### config.mk
export PLATFORM = sky130hd
export DESIGN_NAME = sync_hunt_tracker
export DESIGN_NICKNAME = d
export VERILOG_FILES = /design/src/rtl/sht_pkg.sv /design/src/rtl/sht_sync_cell.sv /design/src/rtl/sht_cond_src.sv /design/src/rtl/sht_status_latch.sv /design/src/rtl/sht_sync_drive.sv /design/src/rtl/sync_hunt_tracker.sv
export SDC_FILE = /design/constraint.sdc
export NUM_CORES = 1
export LEC_CHECK = 0
export ABC_AREA = 1
export CAP_MARGIN = 40
export CORE_AREA = 2 2 39 41
export CTS_BUF_LIST = sky130_fd_sc_hd__clkbuf_8 sky130_fd_sc_hd__clkbuf_16
export CTS_CLUSTER_DIAMETER = 40
export DETAILED_ROUTE_END_ITERATION = 6
export DIE_AREA = 0 0 41 43
export PLACE_DENSITY = 0.6
export SYNTH_ARGS = -nofsm -noshare
export SYNTH_HDL_FRONTEND = slang
export SYNTH_SLANG_ARGS = --single-unit
### constraint.sdc
create_clock -name clk -period 2.2 [get_ports clk]
set_clock_uncertainty 0.2 [all_clocks]
set_input_delay 0.33 -clock clk [delete_from_list [all_inputs] [get_ports clk]]
set_output_delay 0.33 -clock clk [all_outputs]
set_load 0.05 [all_outputs]
### src/rtl/sht_pkg.sv
package sht_pkg;
  typedef enum logic [1:0] {
    MODE_ASYNC = 2'd0,
    MODE_EXT   = 2'd1,
    MODE_CHAR  = 2'd2,
    MODE_FRAME = 2'd3
  } sht_mode_e;
endpackage

### src/rtl/sht_sync_cell.sv
// Multi-stage synchronizer; reset value chosen by parameter.
module sht_sync_cell #(
  parameter int   STAGES  = 2,
  parameter logic RST_VAL = 1'b0
) (
  input  logic clk,
  input  logic rst_n,
  input  logic d_i,
  output logic q_o
);
  logic [STAGES-1:0] pipe_q;
  logic [STAGES-1:0] pipe_d;

  always_comb begin
    pipe_d = {pipe_q[STAGES-2:0], d_i};
  end

  always_ff @(posedge clk or negedge rst_n) begin
    if (!rst_n) begin
      pipe_q <= {STAGES{RST_VAL}};
    end else begin
      pipe_q <= pipe_d;
    end
  end

  assign q_o = pipe_q[STAGES-1];
endmodule

### src/rtl/sht_cond_src.sv
// Hunt flag register and per-mode selection of the live status condition.
module sht_cond_src
  import sht_pkg::*;
(
  input  logic      clk,
  input  logic      rst_n,
  input  sht_mode_e mode,
  input  logic      xtal_sel,
  input  logic      pin_s,
  input  logic      hunt_cmd,
  input  logic      rx_en,
  input  logic      sync_match,
  input  logic      flag_open,
  output logic      cond_o,
  output logic      quiet_o
);
  logic hunt_q;
  logic hunt_d;
  logic hunt_set;
  logic hunt_clr;

  always_comb begin
    hunt_set = hunt_cmd || ((mode == MODE_FRAME) && !rx_en);
    hunt_clr = ((mode == MODE_CHAR)  && sync_match) ||
               ((mode == MODE_FRAME) && flag_open);
    hunt_d   = hunt_q;
    if (hunt_set) begin
      hunt_d = 1'b1;
    end else if (hunt_clr) begin
      hunt_d = 1'b0;
    end
  end

  always_ff @(posedge clk or negedge rst_n) begin
    if (!rst_n) begin
      hunt_q <= 1'b1;
    end else begin
      hunt_q <= hunt_d;
    end
  end

  always_comb begin
    quiet_o = (mode == MODE_ASYNC) && xtal_sel;
    unique case (mode)
      MODE_ASYNC: cond_o = xtal_sel ? 1'b0 : pin_s;
      MODE_EXT:   cond_o = !pin_s;
      default:    cond_o = hunt_q;
    endcase
  end
endmodule

### src/rtl/sht_status_latch.sv
// Reported status, transition latch and interrupt request.
module sht_status_latch (
  input  logic clk,
  input  logic rst_n,
  input  logic cond,
  input  logic quiet,
  input  logic ie,
  input  logic ack,
  output logic stat_o,
  output logic irq_o
);
  logic rep_q, rep_d;
  logic lat_q, lat_d;
  logic irq_q, irq_d;
  logic changed;

  always_comb begin
    rep_d   = rep_q;
    lat_d   = lat_q;
    irq_d   = irq_q;
    changed = (cond != rep_q);
    if (ack) begin
      lat_d = 1'b0;
      irq_d = 1'b0;
    end else if (quiet) begin
      rep_d = 1'b0;
      lat_d = 1'b0;
    end else if (!lat_q) begin
      rep_d = cond;
      if (ie && changed) begin
        lat_d = 1'b1;
        irq_d = 1'b1;
      end
    end
  end

  always_ff @(posedge clk or negedge rst_n) begin
    if (!rst_n) begin
      rep_q <= 1'b1;
      lat_q <= 1'b0;
      irq_q <= 1'b0;
    end else begin
      rep_q <= rep_d;
      lat_q <= lat_d;
      irq_q <= irq_d;
    end
  end

  assign stat_o = rep_q;
  assign irq_o  = irq_q;
endmodule

### src/rtl/sht_sync_drive.sv
// Sync pin output side: low pulse per detected pattern in character mode.
module sht_sync_drive
  import sht_pkg::*;
(
  input  logic      clk,
  input  logic      rst_n,
  input  sht_mode_e mode,
  input  logic      sync_match,
  output logic      drv_o,
  output logic      oe_o
);
  logic drv_q, drv_d;
  logic char_mode;

  always_comb begin
    char_mode = (mode == MODE_CHAR);
    drv_d     = !(char_mode && sync_match);
  end

  always_ff @(posedge clk or negedge rst_n) begin
    if (!rst_n) begin
      drv_q <= 1'b1;
    end else begin
      drv_q <= drv_d;
    end
  end

  assign drv_o = drv_q;
  assign oe_o  = char_mode;
endmodule

### src/rtl/sync_hunt_tracker.sv
module sync_hunt_tracker
  import sht_pkg::*;
#(
  parameter int PIN_STAGES = 2,
  parameter int RST_STAGES = 2
) (
  input  logic       clk,
  input  logic       rst_n,
  input  logic [1:0] mode_i,
  input  logic       xtal_sel_i,
  input  logic       sync_pin_i,
  input  logic       hunt_cmd_i,
  input  logic       rx_en_i,
  input  logic       sync_match_i,
  input  logic       flag_open_i,
  input  logic       ie_i,
  input  logic       stat_rst_i,
  output logic       hunt_stat_o,
  output logic       irq_o,
  output logic       sync_drv_o,
  output logic       sync_oe_o
);
  sht_mode_e mode;
  logic      rst_sync_n;
  logic      pin_s;
  logic      cond;
  logic      quiet;

  assign mode = sht_mode_e'(mode_i);

  sht_sync_cell #(.STAGES(RST_STAGES), .RST_VAL(1'b0)) u_rst_sync (
    .clk  (clk),
    .rst_n(rst_n),
    .d_i  (1'b1),
    .q_o  (rst_sync_n)
  );

  sht_sync_cell #(.STAGES(PIN_STAGES), .RST_VAL(1'b1)) u_pin_sync (
    .clk  (clk),
    .rst_n(rst_sync_n),
    .d_i  (sync_pin_i),
    .q_o  (pin_s)
  );

  sht_cond_src u_cond (
    .clk       (clk),
    .rst_n     (rst_sync_n),
    .mode      (mode),
    .xtal_sel  (xtal_sel_i),
    .pin_s     (pin_s),
    .hunt_cmd  (hunt_cmd_i),
    .rx_en     (rx_en_i),
    .sync_match(sync_match_i),
    .flag_open (flag_open_i),
    .cond_o    (cond),
    .quiet_o   (quiet)
  );

  sht_status_latch u_latch (
    .clk   (clk),
    .rst_n (rst_sync_n),
    .cond  (cond),
    .quiet (quiet),
    .ie    (ie_i),
    .ack   (stat_rst_i),
    .stat_o(hunt_stat_o),
    .irq_o (irq_o)
  );

  sht_sync_drive u_drive (
    .clk       (clk),
    .rst_n     (rst_sync_n),
    .mode      (mode),
    .sync_match(sync_match_i),
    .drv_o     (sync_drv_o),
    .oe_o      (sync_oe_o)
  );
endmodule

==> out/qor.yml <==
grt_max_degree: 7
drtIter0Drc: 4
viasPerCell: 4.179
fmax_ghz: 0.4865
p_leak_nw: 0.2965
yosys.area_share.simple_pct: 27.73
syn-cell-area_sq_um: 401.6
finalSetupTns_ns: 0
critPathLaunchType: "register"
first_global_vias: 288
peakVddDrop_mv: 0.5052
synth-compound-area-share_pct: 7.165
io_pins: 16
hold_path_class: "in -> async"
die-area_sq_um: 1763
cts.sinks: 9
seqPwrFrac_pct: 39.9
clk_latency_ns: 0.23
htree_levels: 1
hold_viol: 0
placed_cell_area_sq_um: 579.3
wl_microns: 710
critPathSlowestCell: "clkdlybuf4s50_1"
critPathBufInv: 1
critPathMaxStageDelay_ns: 0.79
path_max_fanout: 1
internal-power_w: 0.0003550
dr_total_vias: 326
ys_types: 16
antenna_found_initial: 0
diodes: 0
synthMuxAreaShare_pct: 0
path_delay_family: "buffers and inverters"
cts_buffers: 3
drive_gt1_share_pct: 32.26
cp_cell_sequence: "clkdlybuf4s50_1"
die_h_microns: 43
rows: 14
combPwrFrac_pct: 21.5
synth_top_cell_by_area: "dfstp_2"
arrival_ns: 1.53
final_antenna_net_count: 0
postCtsSetupRepairBufs: 0
area_growth_pct: 58.26
ys_top_cells_by_area: "dfstp_2 (33%), dfrtp_1 (25%), nand2_1 (9.3%)"
yosys.area.top_type_share_pct: 32.71
wl_per_cell_microns: 9.103
synthXorXnorAreaFrac_pct: 0
rsz0062_at_grt: "no"
first_pass_iters: 2
io_buffers: 15
worst-setup-path-type: "reg -> out"
synth_top_family_by_area: "simple AND/OR/NAND/NOR gates"
syn_avg_cell_area_sq_um: 9.563
clk_pin_slew_ns: 0.04
fill_cells: 139
p_clk_share_pct: 38.5
powerDensity_nw_per_um2: 767.1
drc: 0
tritoncts: "done"
swShare_pct: 27.20
setup_viol: 0
period_share_pct: 93.42
synth_cells: 42
clk_path_buf_depth: 2
yosys_warnings: 0
synthAdderAreaFrac_pct: 0
yosysSeqAreaShare_pct: 57.63
worstPathRequired_ns: 1.67
synth_nets: 54
core_area_sq_um: 1384
drv_slew: 0
yosys_register_bits: 9
clock-root-buffer: "clkbuf_8"
final_nets: 75
gp_congestion: 0.6598
grt_pass1_wl_mm: 1.090
maxCapViolations: 0
finalCriticalPeriod_ns: 2.055
status: "complete, no violations"
initial_core_util_pct: 29.02
switching_power_w: 0.0001326
cp-end-kind: "output pin"
grtUsageTotal_pct: 9.694
grt_overflow: 0
die_w_microns: 41
hpwl_microns: 587.3
design_area_sq_um: 635.6
-- final cells by class --
cell class	instances	area, sq um	area share [%]
clock buffers	3	41.29	6.496
clock inverters	1	5.005	0.7874
inverters	7	26.28	4.134
multi-input cells	26	143.9	22.64
flip-flops and latches	9	231.5	36.42
well taps	16	20.02	3.150
repair buffers	16	167.7	26.38
-- logic make-up after synthesis --
kind of cell           count (synthesis)
and+or+nand+nor                       21
DFF                                    9
buffers and inverters                  7
AOI/OAI and AO/OA                      4
other                                  1
-- worst register-to-register path: cells and delay by family, from the launching register on --
family             cells  cell delay [ns]
AOI/OAI and AO/OA      1             0.12
DFF                    1             0.53
and+or+nand+nor        5             0.34
-- cells in the final DEF, fill, tap and decap left out --
master	n
inv_2	1
a31oi_1	1
conb_1	1
buf_4	1
clkinv_2	1
nand4_1	1
dfstp_2	5
inv_1	6
nand2_2	2
buf_12	1
nor2_1	1
dfrtp_1	4
nand3_1	3
dlygate4sd3_1	1
nand2_1	10
clkbuf_8	3
nor2_2	1
nand3_2	3
clkdlybuf4s50_1	13
a21oi_2	1
o21ai_0	1
o21ai_2	1
-- final timing paths --
check,depth (start not counted),to,from,slack [ns]
min,1,u_rst_sync.pipe_q[1],rst_n,0.06
min in group clk,0,u_rst_sync.pipe_q[1],u_rst_sync.pipe_q[0],0.15
max reg2reg,6,u_latch.lat_q,u_pin_sync.pipe_q[1],0.93
max in group asynchronous,1,u_latch.lat_q,u_rst_sync.pipe_q[1],1.16
min reg2reg,0,u_latch.stat_o,u_rst_sync.pipe_q[1],0.10
max,1,sync_drv_o,u_drive.drv_o,0.14
-- registers in the layout (all words and copies together) (netlist names) --
| signal | flops |
|---|---|
| u_pin_sync.pipe_q | 2 |
| u_rst_sync.pipe_q | 2 |
| u_cond.hunt_q | 1 |
| u_drive.drv_o | 1 |
| u_latch.irq_o | 1 |
| u_latch.lat_q | 1 |
| u_latch.stat_o | 1 |
-- layer usage --
| layer | global-route usage, % | wire, microns | part of all wire (%) |
|---|---|---|---|
| met4 | 6.000 | 10 | 1.4 |
| met3 | 5.236 | 48 | 6.8 |
| met2 | 11.88 | 297 | 42 |
| met1 | 12.88 | 354 | 50 |
| met5 | 0 | 0 | 0 |
-- stage by stage --
stage	std cells	total power [W]	setup slack (ns)	util, %	hold slack, ns
after detailed placement	73	0.0003020	0.3152	41.86	-0.08979
after global routing	78	0.0005139	0.1202	45.93	0.05064
final	78	0.0004876	0.1447	45.93	0.05542
after global placement	73	0.0003010	0.3332	41.86	-0.09695
after CTS	78	0.0004938	0.1348	45.93	0.05421
after floorplan	42	0.0002563	0.6040	-	-0.1656
-- power groups by stage --
stage / combinational, W / sequential (W) / clock [W]
6_report: 0.000105 / 0.000195 / 0.000188
5_1_grt: 0.000113 / 0.000197 / 0.000204
4_1_cts: 0.000107 / 0.000195 / 0.000192
3_5_place_dp: 0.000104 / 0.000198 / 0
3_3_place_gp: 0.000104 / 0.000197 / 0
2_1_floorplan: 0.0000361 / 0.000220 / 0
-- cells in the mapped netlist --
cell / count
dfstp_2: 5
nand2_2: 2
inv_2: 1
nand3_1: 3
nand4_1: 1
nor2_2: 1
o21ai_2: 1
nand3_2: 3
a31oi_1: 1
nand2_1: 10
dfrtp_1: 4
inv_1: 6
a21oi_2: 1
o21ai_0: 1
conb_1: 1
nor2_1: 1
-- repair_timing --
item / 4_1_cts / 5_1_grt
endpoints found under the hold margin: 2 / 0
hold buffers: 1 / 0
gates resized for setup: 0 / 0
No activity file was read; power rests on OpenSTA's default activity.
